$ cat src/rtl/tbr_pkg.sv
package tbr_pkg;

    localparam int SAMPLES_PER_BIT = 4;
    localparam int PH_W            = $clog2(SAMPLES_PER_BIT);
    localparam int CHAR_BITS       = 10;

    typedef enum logic [2:0] {
        ST_IDLE,   // unsynchronised, waiting for a low sample
        ST_SOF,    // measuring the low part of start-of-frame
        ST_GAP,    // waiting for a start bit edge
        ST_DATA,   // collecting one ten-bit character
        ST_HOLD    // error hold-off
    } rx_state_e;

    typedef enum logic [1:0] {
        CH_DATA,
        CH_EOF,
        CH_BAD
    } char_kind_e;

    // word[0] is the first bit received, word[CHAR_BITS-1] the last
    function automatic char_kind_e classify(input logic [CHAR_BITS-1:0] word);
        if (word == '0)
            return CH_EOF;
        else if (!word[0] && word[CHAR_BITS-1])
            return CH_DATA;
        else
            return CH_BAD;
    endfunction

endpackage

$ cat src/rtl/tbr_char_shift.sv
module tbr_char_shift
    import tbr_pkg::*;
(
    input  logic                 clk,
    input  logic                 rst,
    input  logic                 clear,
    input  logic                 shift_en,
    input  logic                 bit_in,
    output logic [CHAR_BITS-1:0] word
);

    // new bits enter at the top, so the first bit ends up in word[0]
    always_ff @(posedge clk) begin
        if (rst || clear)
            word <= '0;
        else if (shift_en)
            word <= {bit_in, word[CHAR_BITS-1:1]};
    end

endmodule

$ cat src/rtl/tbr_byte_count.sv
module tbr_byte_count #(
    parameter int MAX_BYTES = 64,
    parameter int CNT_W     = $clog2(MAX_BYTES + 1)
) (
    input  logic             clk,
    input  logic             rst,
    input  logic             clr,
    input  logic             inc,
    output logic [CNT_W-1:0] cnt,
    output logic             last_slot
);

    localparam logic [CNT_W-1:0] LAST_V = CNT_W'(MAX_BYTES - 1);
    localparam logic [CNT_W-1:0] MAX_V  = CNT_W'(MAX_BYTES);

    always_ff @(posedge clk) begin
        if (rst || clr)
            cnt <= '0;
        else if (inc)
            cnt <= cnt + CNT_W'(1);
    end

    assign last_slot = (cnt == LAST_V);

    // the count never passes the configured limit
    assert_cnt_bound_R8: assert property (@(posedge clk) disable iff (rst)
        cnt <= MAX_V);

    // an increment is never requested once the limit is reached
    assert_no_inc_past_max_R8: assert property (@(posedge clk) disable iff (rst)
        (cnt == MAX_V && !clr) |-> !inc);

endmodule

$ cat src/rtl/tbr_rx.sv
module tbr_rx
    import tbr_pkg::*;
#(
    parameter int MAX_BYTES    = 64,
    parameter int SOF_MIN_BITS = 10,
    parameter int SOF_MAX_BITS = 12,
    parameter int GAP_MAX      = 25,
    parameter int HOLD_MIN     = 10,
    localparam int CNT_W       = $clog2(MAX_BYTES + 1)
) (
    input  logic             clk,
    input  logic             rst,
    input  logic             clr,
    input  logic             smp_en,
    input  logic             smp_bit,
    output logic             byte_vld,
    output logic [7:0]       byte_data,
    output logic [CNT_W-1:0] byte_cnt,
    output logic             frame_done,
    output logic             frame_err
);

    localparam int NB_MAX = (SOF_MAX_BITS > CHAR_BITS) ? SOF_MAX_BITS : CHAR_BITS;
    localparam int NB_W   = $clog2(NB_MAX + 2);
    localparam int TM_MAX = (GAP_MAX > HOLD_MIN) ? GAP_MAX : HOLD_MIN;
    localparam int TM_W   = $clog2(TM_MAX + 2);

    localparam logic [PH_W-1:0] PH_MID   = PH_W'(SAMPLES_PER_BIT / 2);
    localparam logic [PH_W-1:0] PH_LAST  = PH_W'(SAMPLES_PER_BIT - 1);
    localparam logic [NB_W-1:0] SOF_MIN_V = NB_W'(SOF_MIN_BITS);
    localparam logic [NB_W-1:0] SOF_MAX_V = NB_W'(SOF_MAX_BITS);
    localparam logic [NB_W-1:0] CHAR_V    = NB_W'(CHAR_BITS);
    localparam logic [TM_W-1:0] GAP_V     = TM_W'(GAP_MAX);
    localparam logic [TM_W-1:0] HOLD_V    = TM_W'(HOLD_MIN);

    rx_state_e        st, st_n;
    logic [PH_W-1:0]  ph, ph_n, ph_inc;
    logic [NB_W-1:0]  nbit, nbit_n, nbit_inc;
    logic [TM_W-1:0]  tmr, tmr_n, tmr_inc;
    logic             cnt_clr, cnt_inc, last_slot;
    logic             sh_clr, sh_en;
    logic [CHAR_BITS-1:0] word;
    logic             vld_n, done_n, err_n, fail;

    tbr_char_shift u_shift (
        .clk      (clk),
        .rst      (rst),
        .clear    (sh_clr),
        .shift_en (sh_en),
        .bit_in   (smp_bit),
        .word     (word)
    );

    tbr_byte_count #(
        .MAX_BYTES (MAX_BYTES),
        .CNT_W     (CNT_W)
    ) u_count (
        .clk       (clk),
        .rst       (rst),
        .clr       (cnt_clr),
        .inc       (cnt_inc),
        .cnt       (byte_cnt),
        .last_slot (last_slot)
    );

    assign ph_inc   = ph + PH_W'(1);
    assign nbit_inc = nbit + NB_W'(1);
    assign tmr_inc  = tmr + TM_W'(1);

    always_comb begin
        st_n    = st;
        ph_n    = ph;
        nbit_n  = nbit;
        tmr_n   = tmr;
        cnt_clr = clr;
        cnt_inc = 1'b0;
        sh_clr  = 1'b0;
        sh_en   = 1'b0;
        vld_n   = 1'b0;
        done_n  = 1'b0;
        fail    = 1'b0;
        if (clr) begin
            st_n = ST_IDLE;
        end else if (smp_en) begin
            unique case (st)
                ST_IDLE: begin
                    if (!smp_bit) begin
                        st_n    = ST_SOF;
                        ph_n    = '0;
                        nbit_n  = '0;
                        cnt_clr = 1'b1;
                    end
                end
                ST_SOF: begin
                    ph_n = ph_inc;
                    if (ph_inc == PH_MID) begin
                        if (smp_bit) begin
                            if (nbit >= SOF_MIN_V) begin
                                st_n  = ST_GAP;
                                tmr_n = '0;
                            end else begin
                                fail = 1'b1;
                            end
                        end else if (nbit_inc > SOF_MAX_V) begin
                            fail = 1'b1;
                        end else begin
                            nbit_n = nbit_inc;
                        end
                    end
                end
                ST_GAP: begin
                    if (!smp_bit) begin
                        st_n   = ST_DATA;
                        ph_n   = '0;
                        nbit_n = '0;
                        sh_clr = 1'b1;
                    end else if (tmr_inc > GAP_V) begin
                        fail = 1'b1;
                    end else begin
                        tmr_n = tmr_inc;
                    end
                end
                ST_DATA: begin
                    ph_n = ph_inc;
                    if (ph_inc == PH_MID) begin
                        sh_en  = 1'b1;
                        nbit_n = nbit_inc;
                    end
                    if (ph_inc == PH_LAST && nbit == CHAR_V) begin
                        unique case (classify(word))
                            CH_DATA: begin
                                cnt_inc = 1'b1;
                                vld_n   = 1'b1;
                                if (last_slot) begin
                                    fail = 1'b1;
                                end else begin
                                    st_n  = ST_GAP;
                                    tmr_n = '0;
                                end
                            end
                            CH_EOF: begin
                                done_n = 1'b1;
                                st_n   = ST_IDLE;
                            end
                            default: fail = 1'b1;
                        endcase
                    end
                end
                ST_HOLD: begin
                    if (!smp_bit)
                        tmr_n = '0;
                    else if (tmr_inc > HOLD_V)
                        st_n = ST_IDLE;
                    else
                        tmr_n = tmr_inc;
                end
                default: st_n = ST_IDLE;
            endcase
        end
        err_n = fail;
        if (fail) begin
            st_n  = ST_HOLD;
            tmr_n = '0;
        end
    end

    always_ff @(posedge clk) begin
        if (rst) begin
            st         <= ST_IDLE;
            ph         <= '0;
            nbit       <= '0;
            tmr        <= '0;
            byte_vld   <= 1'b0;
            byte_data  <= '0;
            frame_done <= 1'b0;
            frame_err  <= 1'b0;
        end else begin
            st         <= st_n;
            ph         <= ph_n;
            nbit       <= nbit_n;
            tmr        <= tmr_n;
            byte_vld   <= vld_n;
            frame_done <= done_n;
            frame_err  <= err_n;
            if (vld_n)
                byte_data <= word[8:1];
        end
    end

    // start-of-frame is left for the gap state only on a high sample
    assert_sof_exit_high_R2: assert property (@(posedge clk) disable iff (rst)
        (st == ST_GAP && $past(st) == ST_SOF) |-> $past(smp_en && smp_bit));

    // every data byte advances the count by exactly one
    assert_byte_step_R5: assert property (@(posedge clk) disable iff (rst)
        byte_vld |-> byte_cnt == $past(byte_cnt) + CNT_W'(1));

    // end-of-frame keeps the count and is not mixed with other pulses
    assert_done_keeps_cnt_R6: assert property (@(posedge clk) disable iff (rst)
        frame_done |-> (byte_cnt == $past(byte_cnt) && !frame_err && !byte_vld));

    // hold-off ends only on a high sample
    assert_hold_exit_high_R9: assert property (@(posedge clk) disable iff (rst)
        ($past(st) == ST_HOLD && st == ST_IDLE && !$past(clr)) |-> $past(smp_en && smp_bit));

    // clear returns to idle with a zero count
    assert_clr_idle_R10: assert property (@(posedge clk) disable iff (rst)
        clr |=> (st == ST_IDLE && byte_cnt == '0));

    // no enable, no movement
    assert_no_en_stable_R11: assert property (@(posedge clk) disable iff (rst)
        (!smp_en && !clr) |=> ($stable(st) && $stable(byte_cnt) && !byte_vld && !frame_err));

endmodule

$ cat config.mk
export PLATFORM = sky130hd
export DESIGN_NAME = tbr_rx
export DESIGN_NICKNAME = d
export VERILOG_FILES = /design/src/rtl/tbr_pkg.sv /design/src/rtl/tbr_char_shift.sv /design/src/rtl/tbr_byte_count.sv /design/src/rtl/tbr_rx.sv
export SDC_FILE = /design/constraint.sdc
export NUM_CORES = 1
export LEC_CHECK = 0
export BUFFER_PORTS_ARGS = -buffer_cell sky130_fd_sc_hd__buf_2
export CELL_PAD_IN_SITES_DETAIL_PLACEMENT = 1
export CELL_PAD_IN_SITES_GLOBAL_PLACEMENT = 2
export CORE_AREA = 2 2 83 85
export DETAILED_ROUTE_END_ITERATION = 7
export DIE_AREA = 0 0 85 87
export PLACE_DENSITY_LB_ADDON = 0.3
export SLEW_MARGIN = 30
export SYNTH_ARGS = -nofsm -noshare
export SYNTH_HDL_FRONTEND = slang
export SYNTH_HIERARCHICAL = 1
export SYNTH_SLANG_ARGS = --single-unit
export TNS_END_PERCENT = 5
$ cat constraint.sdc
create_clock -name clk -period 3 [get_ports clk]
set_input_delay 0.6 -clock clk [delete_from_list [all_inputs] [get_ports clk]]
set_output_delay 0.6 -clock clk [all_outputs]
set_load 0.03 [all_outputs]
# [After elaboration in Yosys (flattened, before gate mapping)]
# Index checks and enable logic that the tools add are counted.
[classes] mul=0 muxes=68 add_sub_neg=4 div=0 eq_ne=38 n_lt_le_gt_ge=4 n_reduce_logical=22 bitwise_logic=4 shifts=0
[op_table] op="two-way mux 5 bit" n=10
[op_table] op="two-way mux 3 bit" n=12
[op_table] op="!= test 2 bit (second input constant)" n=16
[op_table] op="!= test 4 bit (second input constant)" n=8
[op_table] op="two-way mux 1 bit" n=27
[op_table] op="AND reduction 11 bit" n=2
[op_table] op="two-way mux 4 bit" n=5
[op_table] op="one-hot mux 5 bit (4 select lines)" n=1
[op_table] op="one-hot mux 3 bit (5 select lines)" n=1
[op_table] op="two-way mux 2 bit" n=7
[op_table] op="one-hot mux 4 bit (3 select lines)" n=1
[op_table] op="AND reduction 12 bit" n=1
[op_table] op="zero test 10 bit" n=1
[op_table] op="AND reduction 8 bit" n=1
[op_table] op="adder 7 x 1 -> 7 bit (second input constant)" n=1
[op_table] op="equality test 7 x 6 -> 1 bit (second input constant)" n=1
[op_table] op="equality test 3 x 2 -> 1 bit (second input constant)" n=2
[op_table] op="!= test 3 bit (second input constant)" n=2
[op_table] op="one-hot mux 3 bit (2 select lines)" n=1
[op_table] op="nonzero test 3 bit" n=2
[op_table] op="OR reduction 2 bit" n=3
[op_table] op="adder 5 x 1 -> 5 bit (second input constant)" n=1
[op_table] op="> comparator 5 x 4 -> 1 bit (second input constant)" n=1
[op_table] op="> comparator 5 bit (second input constant)" n=1
[op_table] op="other kinds (26)" n=32
[word_totals] word_cells=151 latchBits=0 memories=0 inputBits=5 out_inout_bits=18 ram_bits=0 ff_bits=42 rom_bits=0

# [Longest topological paths before layout]
[logic_depth] ltp_word=16 ltp_mapped=10 mapped_depth_nobuf=9

# [By module]
# The synthesis kept the hierarchy.
[by_module_without_submodules] module="tbr_rx" instances=1 area_each_um2=1602.8 seq_area_each_um2=500.5 cells_each=190
[by_module_without_submodules] module="tbr_char_shift" instances=1 area_each_um2=362.8 seq_area_each_um2=200.2 cells_each=33
[by_module_without_submodules] module="tbr_byte_count" instances=1 area_each_um2=309.0 seq_area_each_um2=140.1 cells_each=35

# [Least setup slack after synthesis]
# No wires, ideal clock.
[synth_timing] path_kind="register -> register" startpoint="register u_count.cnt[0]" endpoint="register tmr[0]" n_path_buf=1 arrival_time_ps=2749 setup_time_ps=86 slack_ps=165 required_time_ps=2914 period_less_slack_ps=2835 path_stages_with_launch=11 cell_sequence="dfxtp_1 -> ha_1 -> nand2_1 -> nor3_1 -> or3b_1 -> a21o_1 -> a221o_1 -> or3_1 -> buf_2 -> or4_1 -> a211oi_1"
[synth_via] elab_chain_len=8 elab_cells_between_ends=10 classes_between="eq/ne (2); mux (6); reduce/logical (2)"
[synth_lines] element="from (decl)" line="tbr_byte_count.sv:9" text="output logic [CNT_W-1:0] cnt,"
[synth_lines] element="from (signal assigned)" line="tbr_byte_count.sv:20" text="cnt <= cnt + CNT_W'(1);"
[synth_lines] element="equality test 7 x 6 -> 1 bit (*)" line="tbr_byte_count.sv:23" text="assign last_slot = (cnt == LAST_V);"
[synth_lines] element="via last_slot" line="tbr_rx.sv:40" text="logic cnt_clr, cnt_inc, last_slot;"
[synth_lines] element="two-way mux 1 bit" line="tbr_rx.sv:134" text="if (last_slot) begin"
[synth_lines] element="one-hot mux 1 bit (2 select lines)" line="tbr_rx.sv:130" text="unique case (classify(word))"
[synth_lines] element="two-way mux 1 bit" line="tbr_rx.sv:129" text="if (ph_inc == PH_LAST && nbit == CHAR_V) begin"
[synth_lines] element="one-hot mux 1 bit (3 select lines)" line="tbr_rx.sv:85" text="unique case (st)"
[synth_lines] element="two-way mux 1 bit" line="tbr_rx.sv:84" text="end else if (smp_en) begin"
[synth_lines] element="two-way mux 1 bit" line="tbr_rx.sv:82" text="if (clr) begin"
[synth_lines] element="OR reduction 2 bit (no line)"
[synth_lines] element="to (signal assigned)" line="tbr_rx.sv:181" text="tmr <= tmr_n;"
[synth_lines] element="to (decl)" line="tbr_rx.sv:39" text="logic [TM_W-1:0] tmr, tmr_n, tmr_inc;"
# Mark *: on every way through the listed nets, which the timed path passes. The rest lies on a longest branch.
# A chain may end at the register's enable or synchronous reset.

# [Final worst setup path]
# Same ends and word-level chain as after synthesis.

==> metrics.txt <==
outcome finished, final reports clean; die width 85 microns; core area 0.00657 sq mm; DRC 0; WL final 5570 microns; critical path type flip-flop to flip-flop; largest net degree at the start of global routing 27; Initial Utilization 34.6%; setup bufs post-CTS 0; crit path max-delay cell type or4_1; Worst R2R Setup Slack 230 ps; reg2reg end tmr[0]; Pwr Density 391 mW/mm^2; P_leak 0.934 nW; setup violators final 0; dpl ws 153 ps; FP Rows 30; initial antenna violation count 0; setup_tns 0 ps; CP startpoint kind flip-flop; syn_area_per_cell 8.82 sq um; Finished Cell Area 0.00255 sq mm; CTS root buf clkbuf_8; Final WS setup 229 ps; cts hold-fix bufs 0; Reg2Reg Depth 9; clk sinks 42; ANT nets after route 0; HP Class flip-flop to flip-flop; Worst Hold End byte_data[2]; ys async rst share 0%; Synth Cell Area 0.00227 sq mm; Die Height 87 microns; Final GP Congestion 0.762; placed inst area 0.00245 sq mm; sequential element share of the synthesized area 37.0%; Antenna Cells 0; min-delay src byte_data[2]; total clock buffers created by CTS 5; number of distinct library cells after synthesis 66; routed via count 1903; CP arrival 3000 ps; Top FF cell, synth dfxtp_1; Final Max Tran Viols 0; H-tree depth 2; die area 0.00740 sq mm; vias per cell 5.24; post-DR wirelength/cell 15.3 microns; Design Power 0.000997 W; WHS Path Cells 2; nets 296; max_cap viols 0; unrepaired setup endpoints after global routing no; Max clock buf depth 2; worst endpoint required time 3220 ps; vias in the first global route 1895; synthesized flop and latch total 42; GR Util All Layers 15.5%; drt pass-1 iters 4; Slew headroom 60.8%; Worst R2R Start u_count/cnt[0]; Post-synth EDFFs 0; Synth Net Count 272; I/O Buffers 22; largest stage delay on the critical path 490 ps; clock skew 4.40 ps; CP Cell Sequence ha_1 -> nand2_1 -> nor3_1 -> or3b_1 -> a21o_1 -> a221o_1 -> or3_4 -> or4_1 -> a211oi_1; Worst-Skew Late Latency 300 ps; Ys Warns 6; crit end category flip-flop; Post-Syn Instances 258; minimum clock period 2770 ps; Hold Fails Final Rpt 0; VDD IR max 0.195 mV; IO Count 23; DP HPWL 4100 microns; Critical Path Fanout Max 10; Slew @ Worst Pin 588 ps; fin crit share 92.4%; P&R area growth vs syn 12.1%; Max Clk Rate 361 MHz; initial DRC count 55; first-pass GRT wire length 9250 microns; CTS tree yes; ratio of cells with drive above 1 in the final layout 18.7%; residual overflow from global routing 0; commonest cells after routing, fill and taps aside nor2_1 (42), dfxtp_1 (42), mux2i_1 (22), buf_2 (22), a21oi_1 (13); Clock transition at path regs 90 ps
where the power goes:
part           leakage [nW]  switching, W  internal, W
clock                0.0441      0.000222     0.000164
combinational         0.552     0.0000340    0.0000165
sequential            0.338    0.00000214     0.000558
metal layers:
metal,up-vias,share of wire [%],GRT usage [%]
met5,-,0,0
met4,0,0.70,3.46
met3,5,2.3,3.22
met2,15,50,27.4
met1,925,47,19.5
li1,958,-,-
cells in the mapped netlist, drive strengths merged, types with 6 or more instances:
| cell type | number | area share, % |
|---|---|---|
| o21ai | 8 | 1.8 |
| or4 | 6 | 2.0 |
| nand3 | 6 | 1.3 |
| buf | 6 | 1.6 |
| nor2 | 44 | 7.7 |
| a211oi | 6 | 2.0 |
| ha | 9 | 5.0 |
| xor2 | 6 | 2.3 |
| nand2 | 11 | 1.8 |
| a21oi | 13 | 2.9 |
| mux2i | 22 | 9.7 |
| dfxtp | 42 | 37 |
| inv | 11 | 1.8 |
worst max-delay path by stage:
stage | from | endpoint | slack, ps
2_1_floorplan | u_count/cnt[0] | tmr[0] | 170
3_3_place_gp | u_count/cnt[0] | tmr[2] | 190
3_5_place_dp | u_count/cnt[0] | tmr[2] | 150
4_1_cts | u_count/cnt[0] | tmr[2] | 120
5_1_grt | u_count/cnt[0] | tmr[1] | 70
6_report | u_count/cnt[0] | tmr[0] | 230
worst max-delay path: cells and delay by family, from the launching register on:
kind	cells	cell delay [ps]
and+or+nand+nor	5	1380
DFF	1	360
AOI/OAI and AO/OA	3	690
adders and majority gates	1	250
metrics by stage:
step / cells / hold slack, ps / utilization, %
after floorplan: 258 / 471 / -
after global placement: 355 / 472 / 37.4
after detailed placement: 355 / 487 / 37.4
after CTS: 363 / 510 / 38.7
after global routing: 363 / 537 / 38.8
final: 363 / 500 / 38.8
state kept, by name (all words and copies together), names as in the netlist:
register and count:
byte_data 8, frame_err 1, u_count/cnt 7, st 3, ph 2, tmr 5, byte_vld 1, nbit 4
frame_done 1, u_shift/word 10
kinds of logic (layout without fill, tap and decap cells):
group / after synthesis / after routing / synth area share, %
adder cells (fa/ha/maj): 9 / 9 / 4.95
multiplexers: 22 / 22 / 9.68
XOR/XNOR: 7 / 7 / 2.70
buffers and inverters: 22 / 47 / 5.34
AND/OR/NAND/NOR: 107 / 107 / 25.2
AO/OA/AOI/OAI: 49 / 49 / 15.2
flip-flops: 42 / 42 / 37.0
what timing repair did:
item                                   in CTS  in global routing
setup endpoints to repair                   0                  5
endpoints found under the hold margin       0                  0
gates resized for setup                     0                  1
area by class of cell:
class	count	area, sq um
inverters	11	41.3
clock inverters	3	21.3
fillers	802	4020
multi-input cells	194	1320
well taps	80	100
repair buffers	28	155
clock buffers	5	68.8
flip-flops and latches	42	841
Note: power is estimated with default switching activity, not from simulation.
